`src/rtl/sbc_pkg.sv`:
```
package sbc_pkg;
   localparam int NSTEP = 7;

   localparam logic [3:0] OPC_ADDI = 4'h1;
   localparam logic [3:0] OPC_SUBI = 4'h2;
   localparam logic [3:0] OPC_BRAN = 4'h3;

   typedef enum logic [1:0] {
      ALU_ADD   = 2'd0,
      ALU_SUB   = 2'd1,
      ALU_XOR   = 2'd2,
      ALU_PASSB = 2'd3
   } alu_op_e;

   // one bit per gating line of the single-bus datapath
   typedef struct packed {
      logic    pc_out;
      logic    z_out;
      logic    mdr_out;
      logic    rs_out;
      logic    rd_out;
      logic    off_out;
      logic    pc_in;
      logic    mar_in;
      logic    y_in;
      logic    z_in;
      logic    ir_in;
      logic    rd_in;
      logic    rd_req;
      logic    wmfc;
      logic    sel4;
      logic    fin;
      logic    bad;
      alu_op_e alu;
   } ctrl_t;
endpackage

```
`src/rtl/sbc_step_ctr.sv`:
```
module sbc_step_ctr #(
   parameter int STEP_W = 3
) (
   input  logic              clk,
   input  logic              rst_n,
   input  logic              wmfc,
   input  logic              mfc,
   input  logic              fin,
   output logic [STEP_W-1:0] step
);
   localparam logic [STEP_W-1:0] FIRST = STEP_W'(1);
   localparam logic [STEP_W-1:0] LAST  = STEP_W'(sbc_pkg::NSTEP);

   if (sbc_pkg::NSTEP >= (1 << STEP_W)) begin : g_bad_width
      $error("STEP_W too narrow for the step count");
   end

   always_ff @(posedge clk or negedge rst_n) begin
      if (!rst_n)             step <= FIRST;
      else if (fin)           step <= FIRST;
      else if (wmfc && !mfc)  step <= step;
      else                    step <= step + FIRST;
   end

   p_wait_hold_r3: assert property (@(posedge clk) disable iff (!rst_n)
      (wmfc && !mfc) |=> $stable(step));

   p_restart_r10: assert property (@(posedge clk) disable iff (!rst_n)
      fin |=> (step == FIRST));

   p_step_range_r2: assert property (@(posedge clk) disable iff (!rst_n)
      (step >= FIRST) && (step <= LAST));
endmodule

```
`src/rtl/sbc_decode.sv`:
```
module sbc_decode
   import sbc_pkg::*;
#(
   parameter int STEP_W = 3,
   parameter int HI_W   = 8
) (
   input  logic [STEP_W-1:0] step,
   input  logic [HI_W-1:0]   ir_hi,
   output ctrl_t             c
);
   localparam int RSV_W = HI_W - 4;

   if (RSV_W < 1) begin : g_bad_hi
      $error("instruction word too narrow for opcode and reserved field");
   end

   logic [NSTEP:1] t;
   for (genvar k = 1; k <= NSTEP; k++) begin : g_tline
      assign t[k] = (step == STEP_W'(k));
   end

   logic [3:0]       opc;
   logic [RSV_W-1:0] rsv;
   logic             is_add, is_sub, is_br, is_bad, arith;

   assign opc    = ir_hi[HI_W-1 -: 4];
   assign rsv    = ir_hi[RSV_W-1:0];
   assign is_add = (opc == OPC_ADDI) && (rsv == '0);
   assign is_sub = (opc == OPC_SUBI) && (rsv == '0);
   assign is_br  = (opc == OPC_BRAN) && (rsv == '0);
   assign is_bad = !(is_add || is_sub || is_br);
   assign arith  = is_add || is_sub;

   // sums of products of timing lines and decode lines
   always_comb begin
      c.pc_out  = t[1];
      c.mar_in  = t[1] | (t[4] & arith);
      c.rd_req  = t[1] | (t[4] & arith);
      c.sel4    = t[1];
      c.z_in    = t[1] | (t[6] & arith) | (t[4] & is_br);
      c.z_out   = t[2] | (t[7] & arith) | (t[5] & is_br);
      c.pc_in   = t[2] | (t[5] & is_br);
      c.y_in    = t[2] | (t[5] & arith);
      c.wmfc    = t[2] | (t[5] & arith);
      c.mdr_out = t[3] | (t[6] & arith);
      c.ir_in   = t[3];
      c.rs_out  = t[4] & arith;
      c.rd_out  = t[5] & arith;
      c.rd_in   = t[7] & arith;
      c.off_out = t[4] & is_br;
      c.bad     = t[4] & is_bad;
      c.fin     = (t[7] & arith) | (t[5] & is_br) | (t[4] & is_bad);
      c.alu     = (t[6] & is_sub) ? ALU_SUB : ALU_ADD;
   end
endmodule

```
`src/rtl/sbc_datapath.sv`:
```
module sbc_datapath
   import sbc_pkg::*;
#(
   parameter int              DATA_W   = 16,
   parameter int              REG_AW   = 4,
   parameter int              OFF_W    = 8,
   parameter int              PC_STEP  = 4,
   parameter logic [DATA_W-1:0] RESET_PC = 16'h0100,
   parameter bit              ZERO_R0  = 1'b0
) (
   input  logic              clk,
   input  logic              rst_n,
   input  ctrl_t             c,
   input  logic              mem_mfc,
   input  logic [DATA_W-1:0] mem_rdata,
   output logic [DATA_W-9:0] ir_hi,
   output logic [DATA_W-1:0] mar_q,
   output logic [DATA_W-1:0] bus
);
   localparam int NREG = 1 << REG_AW;

   if (REG_AW < 1 || REG_AW > 4) begin : g_bad_aw
      $error("REG_AW must be 1 to 4");
   end
   if (OFF_W > 8 || OFF_W >= DATA_W) begin : g_bad_off
      $error("OFF_W must fit the low byte");
   end

   logic [DATA_W-1:0] pc_q, y_q, z_q, mdr_q, ir_q, alu_a, alu_r, off_ext;
   logic [DATA_W-1:0] rf [NREG];
   logic [REG_AW-1:0] rs_idx, rd_idx;

   assign rs_idx  = ir_q[4 +: REG_AW];
   assign rd_idx  = ir_q[REG_AW-1:0];
   assign off_ext = {{(DATA_W-OFF_W){ir_q[OFF_W-1]}}, ir_q[OFF_W-1:0]};
   assign ir_hi   = ir_q[DATA_W-1:8];

   for (genvar i = 0; i < NREG; i++) begin : g_reg
      if (ZERO_R0 && i == 0) begin : g_zero
         assign rf[i] = '0;
      end else begin : g_live
         always_ff @(posedge clk or negedge rst_n) begin
            if (!rst_n)                                  rf[i] <= DATA_W'(i);
            else if (c.rd_in && rd_idx == REG_AW'(i))    rf[i] <= bus;
         end
      end
   end

   // shared bus: gated OR of every source
   assign bus = ({DATA_W{c.pc_out}}  & pc_q)
              | ({DATA_W{c.z_out}}   & z_q)
              | ({DATA_W{c.mdr_out}} & mdr_q)
              | ({DATA_W{c.rs_out}}  & rf[rs_idx])
              | ({DATA_W{c.rd_out}}  & rf[rd_idx])
              | ({DATA_W{c.off_out}} & off_ext);

   assign alu_a = c.sel4 ? DATA_W'(PC_STEP) : y_q;

   always_comb begin
      unique case (c.alu)
         ALU_ADD:   alu_r = alu_a + bus;
         ALU_SUB:   alu_r = alu_a - bus;
         ALU_XOR:   alu_r = alu_a ^ bus;
         default:   alu_r = bus;
      endcase
   end

   always_ff @(posedge clk or negedge rst_n) begin
      if (!rst_n) begin
         pc_q  <= RESET_PC;
         y_q   <= '0;
         z_q   <= '0;
         mdr_q <= '0;
         ir_q  <= '0;
         mar_q <= '0;
      end else begin
         if (c.pc_in)  pc_q  <= bus;
         if (c.y_in)   y_q   <= bus;
         if (c.z_in)   z_q   <= alu_r;
         if (mem_mfc)  mdr_q <= mem_rdata;
         if (c.ir_in)  ir_q  <= bus;
         if (c.mar_in) mar_q <= bus;
      end
   end

   p_one_driver_r8: assert property (@(posedge clk) disable iff (!rst_n)
      $onehot0({c.pc_out, c.z_out, c.mdr_out, c.rs_out, c.rd_out, c.off_out}));

   p_z_hold_r9: assert property (@(posedge clk) disable iff (!rst_n)
      !c.z_in |=> $stable(z_q));

   p_pc_hold_r9: assert property (@(posedge clk) disable iff (!rst_n)
      !c.pc_in |=> $stable(pc_q));
endmodule

```
`src/rtl/sbc_hw_seq.sv`:
```
module sbc_hw_seq
   import sbc_pkg::*;
#(
   parameter int                DATA_W   = 16,
   parameter int                REG_AW   = 4,
   parameter int                STEP_W   = 3,
   parameter int                PC_STEP  = 4,
   parameter logic [DATA_W-1:0] RESET_PC = 16'h0100,
   parameter bit                ZERO_R0  = 1'b0
) (
   input  logic              clk,
   input  logic              rst_n,
   input  logic              mem_mfc,
   input  logic [DATA_W-1:0] mem_rdata,
   output logic              mem_read,
   output logic [DATA_W-1:0] mem_addr,
   output logic [DATA_W-1:0] bus_mon,
   output logic [STEP_W-1:0] step_mon,
   output logic              instr_end,
   output logic              illegal_op
);
   localparam int HI_W = DATA_W - 8;

   if (DATA_W < 13) begin : g_bad_dw
      $error("DATA_W must be at least 13");
   end

   ctrl_t             c;
   logic [STEP_W-1:0] step;
   logic [HI_W-1:0]   ir_hi;

   sbc_step_ctr #(.STEP_W(STEP_W)) u_step (
      .clk  (clk),
      .rst_n(rst_n),
      .wmfc (c.wmfc),
      .mfc  (mem_mfc),
      .fin  (c.fin),
      .step (step)
   );

   sbc_decode #(.STEP_W(STEP_W), .HI_W(HI_W)) u_dec (
      .step (step),
      .ir_hi(ir_hi),
      .c    (c)
   );

   sbc_datapath #(
      .DATA_W  (DATA_W),
      .REG_AW  (REG_AW),
      .OFF_W   (8),
      .PC_STEP (PC_STEP),
      .RESET_PC(RESET_PC),
      .ZERO_R0 (ZERO_R0)
   ) u_dp (
      .clk      (clk),
      .rst_n    (rst_n),
      .c        (c),
      .mem_mfc  (mem_mfc),
      .mem_rdata(mem_rdata),
      .ir_hi    (ir_hi),
      .mar_q    (mem_addr),
      .bus      (bus_mon)
   );

   assign mem_read   = c.rd_req;
   assign step_mon   = step;
   assign instr_end  = c.fin;
   assign illegal_op = c.bad;
endmodule

```
`config.mk`:
```
export PLATFORM = sky130hd
export DESIGN_NAME = sbc_hw_seq
export DESIGN_NICKNAME = d
export VERILOG_FILES = /design/src/rtl/sbc_pkg.sv /design/src/rtl/sbc_step_ctr.sv /design/src/rtl/sbc_decode.sv /design/src/rtl/sbc_datapath.sv /design/src/rtl/sbc_hw_seq.sv
export SDC_FILE = /design/constraint.sdc
export NUM_CORES = 1
export LEC_CHECK = 0
export BUFFER_PORTS_ARGS = -buffer_cell sky130_fd_sc_hd__buf_2
export CAP_MARGIN = 25
export CORE_ASPECT_RATIO = 1.5
export CORE_MARGIN = 2
export CORE_UTILIZATION = 30
export DETAILED_ROUTE_END_ITERATION = 8
export GPL_ROUTABILITY_DRIVEN = 1
export GPL_TIMING_DRIVEN = 0
export PLACE_DENSITY = 0.45
export REMOVE_ABC_BUFFERS = 1
export SYNTH_ARGS = -nofsm -noshare
export SYNTH_HDL_FRONTEND = slang
export SYNTH_SLANG_ARGS = --single-unit
```
`constraint.sdc`:
```
create_clock -name clk -period 5.1 [get_ports clk]
set_clock_uncertainty 0.1 [all_clocks]
set_input_delay 0.255 -clock clk [delete_from_list [all_inputs] [get_ports clk]]
set_output_delay 0.255 -clock clk [all_outputs]
set_load 0.02 [all_outputs]
```
==> metrics.cfg <==
[sta]
slew_violations=0
rsz0062_at_grt=true
hold_viol_final=0
worst_pin_slew_ps=1000
maxSlewHeadroom=0.328
min_period_ps=5050
final.period_utilization=0.990
clock.fmax_mhz=198
setup_viol=0
layout_setup_ws_ps=53.3

[route]
drt_first_pass_iters=5
wire_per_inst_um=25.5
drt_iter0_markers=1076
viasPerCell=5.35
drc=0
num_vias=14160
wl_um=67400
drtAntennaViolNets=0

[floorplanning]
die-area_um2=64300
die_x_um=208
start_util=0.301
core_area_um2=61900
pin_count=57
placement_rows=112
die_h_um=310

[place]
gp_congestion=0.807
port_buffers=56
hpwl_um=41100
dp_slack_ps=-2180
place_area_um2=20200

[yosys]
synthFlopType=dfrtp_1
synth_seq_cells=355
postSynth.asyncResetShare=1.00
yosysSeqAreaShare=0.478
syn_avg_cell_area_um2=10.9
synth_cell_type_count=72
syn_inst=1714
synth_edf_count=0
ys.warnings.count=0
yosysTopAreaCellShare=0.430
synth_area_leader_cell=dfrtp_1
synth_area_leaders=dfrtp_1 43%, mux4_2 16%, o21ai_0 5.3%
syn_area_um2=18700

[layout]
syn2layout_area_growth_pct=24.4
regArea_um2=8950
antenna_cells=0
multi_input_area_um2=9600
drive_gt1_frac=0.328
fillers=6096
final_common_cell=dfrtp_1
stdcell_area_um2=23200
nets=1861
final_cell_mix=311 x dfrtp_1, 218 x nand2_1, 196 x o21ai_0, 154 x nor2_1, 137 x a21oi_1

[clocking]
clock_path_buffers=3
h-tree-depth=2
clk_pin_slew_ps=60
clock_latency_ps=550
cts_tree=done
cts_sinks=355
numCtsBuffers=39
root_buffer=clkbuf_16

[hold_path]
min_path_type=in2async

[worst_setup_path]
path_max_fanout=6
crit_path_start_kind=flop
worstReg2RegEnd=u_dp.z_q[15]
crit_type=reg2reg
regToRegStartpoint=u_dp.ir_q[5]
critPathArrivalTime_ps=5390
critPathRequiredTime_ps=5440
end_kind=flop
reg2reg_depth=20
ff2ff_setup_slack_ps=50

[global_route]
grt_overflow=0
antenna_found_initial=1
grt_use_total=0.208
grt_max_degree=114
grt_pass1_wl_um=98500
grt_pass1_vias=14425

[power]
p_per_area_nw_per_um2=646
ir_worst_vdd_uv=541
p_leak_nw=9.75

[run_status]
status=complete, no violations

[run]
drv_cap=0

## report_power, final
part,leakage (nW),switching [W],internal [W]
registers,4.62,0.000436,0.00325
logic,4.47,0.00477,0.00360
clock network,0.655,0.00124,0.00172
## stage by stage
| step | power, W | utilization | cells | hold WS [ps] | setup TNS, ps |
|---|---|---|---|---|---|
| 4_1_cts | 0.0144 | 0.366 | 2607 | 75.5 | 0 |
| 6_report | 0.0150 | 0.375 | 2647 | 73.5 | 0 |
| 3_3_place_gp | 0.00978 | 0.311 | 2416 | 375 | -1818850 |
| 5_1_grt | 0.0158 | 0.375 | 2647 | 104 | -145 |
| 3_5_place_dp | 0.0101 | 0.326 | 2455 | 72.6 | -13770 |
| 2_1_floorplan | 0.00770 | - | 1562 | -141 | -28470 |
## repair_timing
action | 4_1_cts | 5_1_grt
endpoints found under the hold margin | 97 | 0
pin swaps | 27 | 26
gates cloned | 8 | 2
endpoints found under the setup margin | 13 | 5
setup buffers | 56 | 38
hold buffers | 17 | 0
gates resized for setup | 77 | 47
## layout make-up
cell class                 count  area share
inverter                      24     0.00453
tap                          798      0.0430
timing repair buffer         211      0.0965
clock inverter                15     0.00577
sequential                   355       0.386
multi-input combinational   1188       0.414
clock buffer                  56      0.0509
## worst max-delay path by stage
stage                         from           end  slack, ps  depth (start not counted)
floorplan             u_dp.ir_q[1]  u_dp.z_q[15]      -2850                         15
global placement      u_dp.ir_q[1]  u_dp.z_q[15]      -6260                         15
CTS                   u_dp.ir_q[3]  u_dp.z_q[15]          1                         19
global route          u_dp.ir_q[5]  u_dp.z_q[15]       -100                         19
finish                u_dp.ir_q[5]  u_dp.z_q[15]         50                         20
detailed placement  u_step.step[2]  u_dp.z_q[15]      -2180                         21
## cells by family after synthesis
group / count (synthesis) / synth area share
compound gates: 424 / 0.129
fa+ha+maj: 23 / 0.0158
buf+inv: 176 / 0.0400
mux: 220 / 0.210
flops: 355 / 0.478
simple gates: 487 / 0.114
xor+xnor: 29 / 0.0136
## layer usage
metal | vias up | global-route usage | share of wire
met5 | - | 0 | 0
met4 | 0 | 0.0988 | 0.048
met3 | 141 | 0.0269 | 0.041
met2 | 378 | 0.369 | 0.51
met1 | 7251 | 0.249 | 0.40
li1 | 6390 | - | -
## sequential cells by signal, summed over array words and instances, names as in the netlist
| name | count |
|---|---|
| u_dp.y_q | 16 |
| u_dp.mdr_q | 16 |
| u_step.step | 3 |
| u_dp.ir_q | 16 |
| u_dp.z_q | 16 |
| u_dp.rf | 256 |
| u_dp.mar_q | 16 |
| u_dp.pc_q | 16 |
## cells in the mapped netlist (3+ instances only)
| cell type | n |
|---|---|
| nor2b_1 | 19 |
| dfstp_2 | 34 |
| clkbuf_1 | 116 |
| nor3_1 | 11 |
| mux4_2 | 132 |
| o22ai_1 | 6 |
| a22oi_1 | 5 |
| a211oi_1 | 4 |
| a31oi_1 | 6 |
| nand2b_1 | 5 |
| mux2_2 | 51 |
| nor2_1 | 158 |
| and2_1 | 7 |
| nor4_1 | 3 |
| o221ai_1 | 4 |
| a221oi_1 | 6 |
| buf_2 | 24 |
| o2bb2ai_1 | 3 |
| a22o_1 | 8 |
| xnor2_1 | 23 |
| buf_6 | 6 |
| o21ai_0 | 199 |
| xor2_1 | 6 |
| or2_2 | 4 |
| mux2i_1 | 36 |
| and4_1 | 5 |
| ha_1 | 22 |
| a21o_1 | 3 |
| o211ai_1 | 4 |
| a211o_1 | 5 |
| nor3_2 | 4 |
| nand2_1 | 232 |
| dfrtp_1 | 321 |
| a221o_1 | 4 |
| buf_1 | 3 |
| inv_1 | 23 |
| and3_1 | 9 |
| buf_4 | 3 |
| a21oi_1 | 145 |
| nand3_1 | 15 |
## worst max-delay path: stages (launching register included)
cell	delay, ps
dfrtp_4	500
clkbuf_16	190
mux4_2	500
mux2_4	290
a211o_1	290
nor3_4	150
buf_6	140
clkinvlp_4	160
nor3_4	260
buf_6	140
a21oi_4	60
xnor2_2	150
ha_2	230
o41ai_4	410
o2111ai_2	170
a31o_2	250
a21oi_4	180
o21ai_4	100
nand4b_1	210
mux2_4	300
and3_4	140
Power figures use the tool's default switching activity.
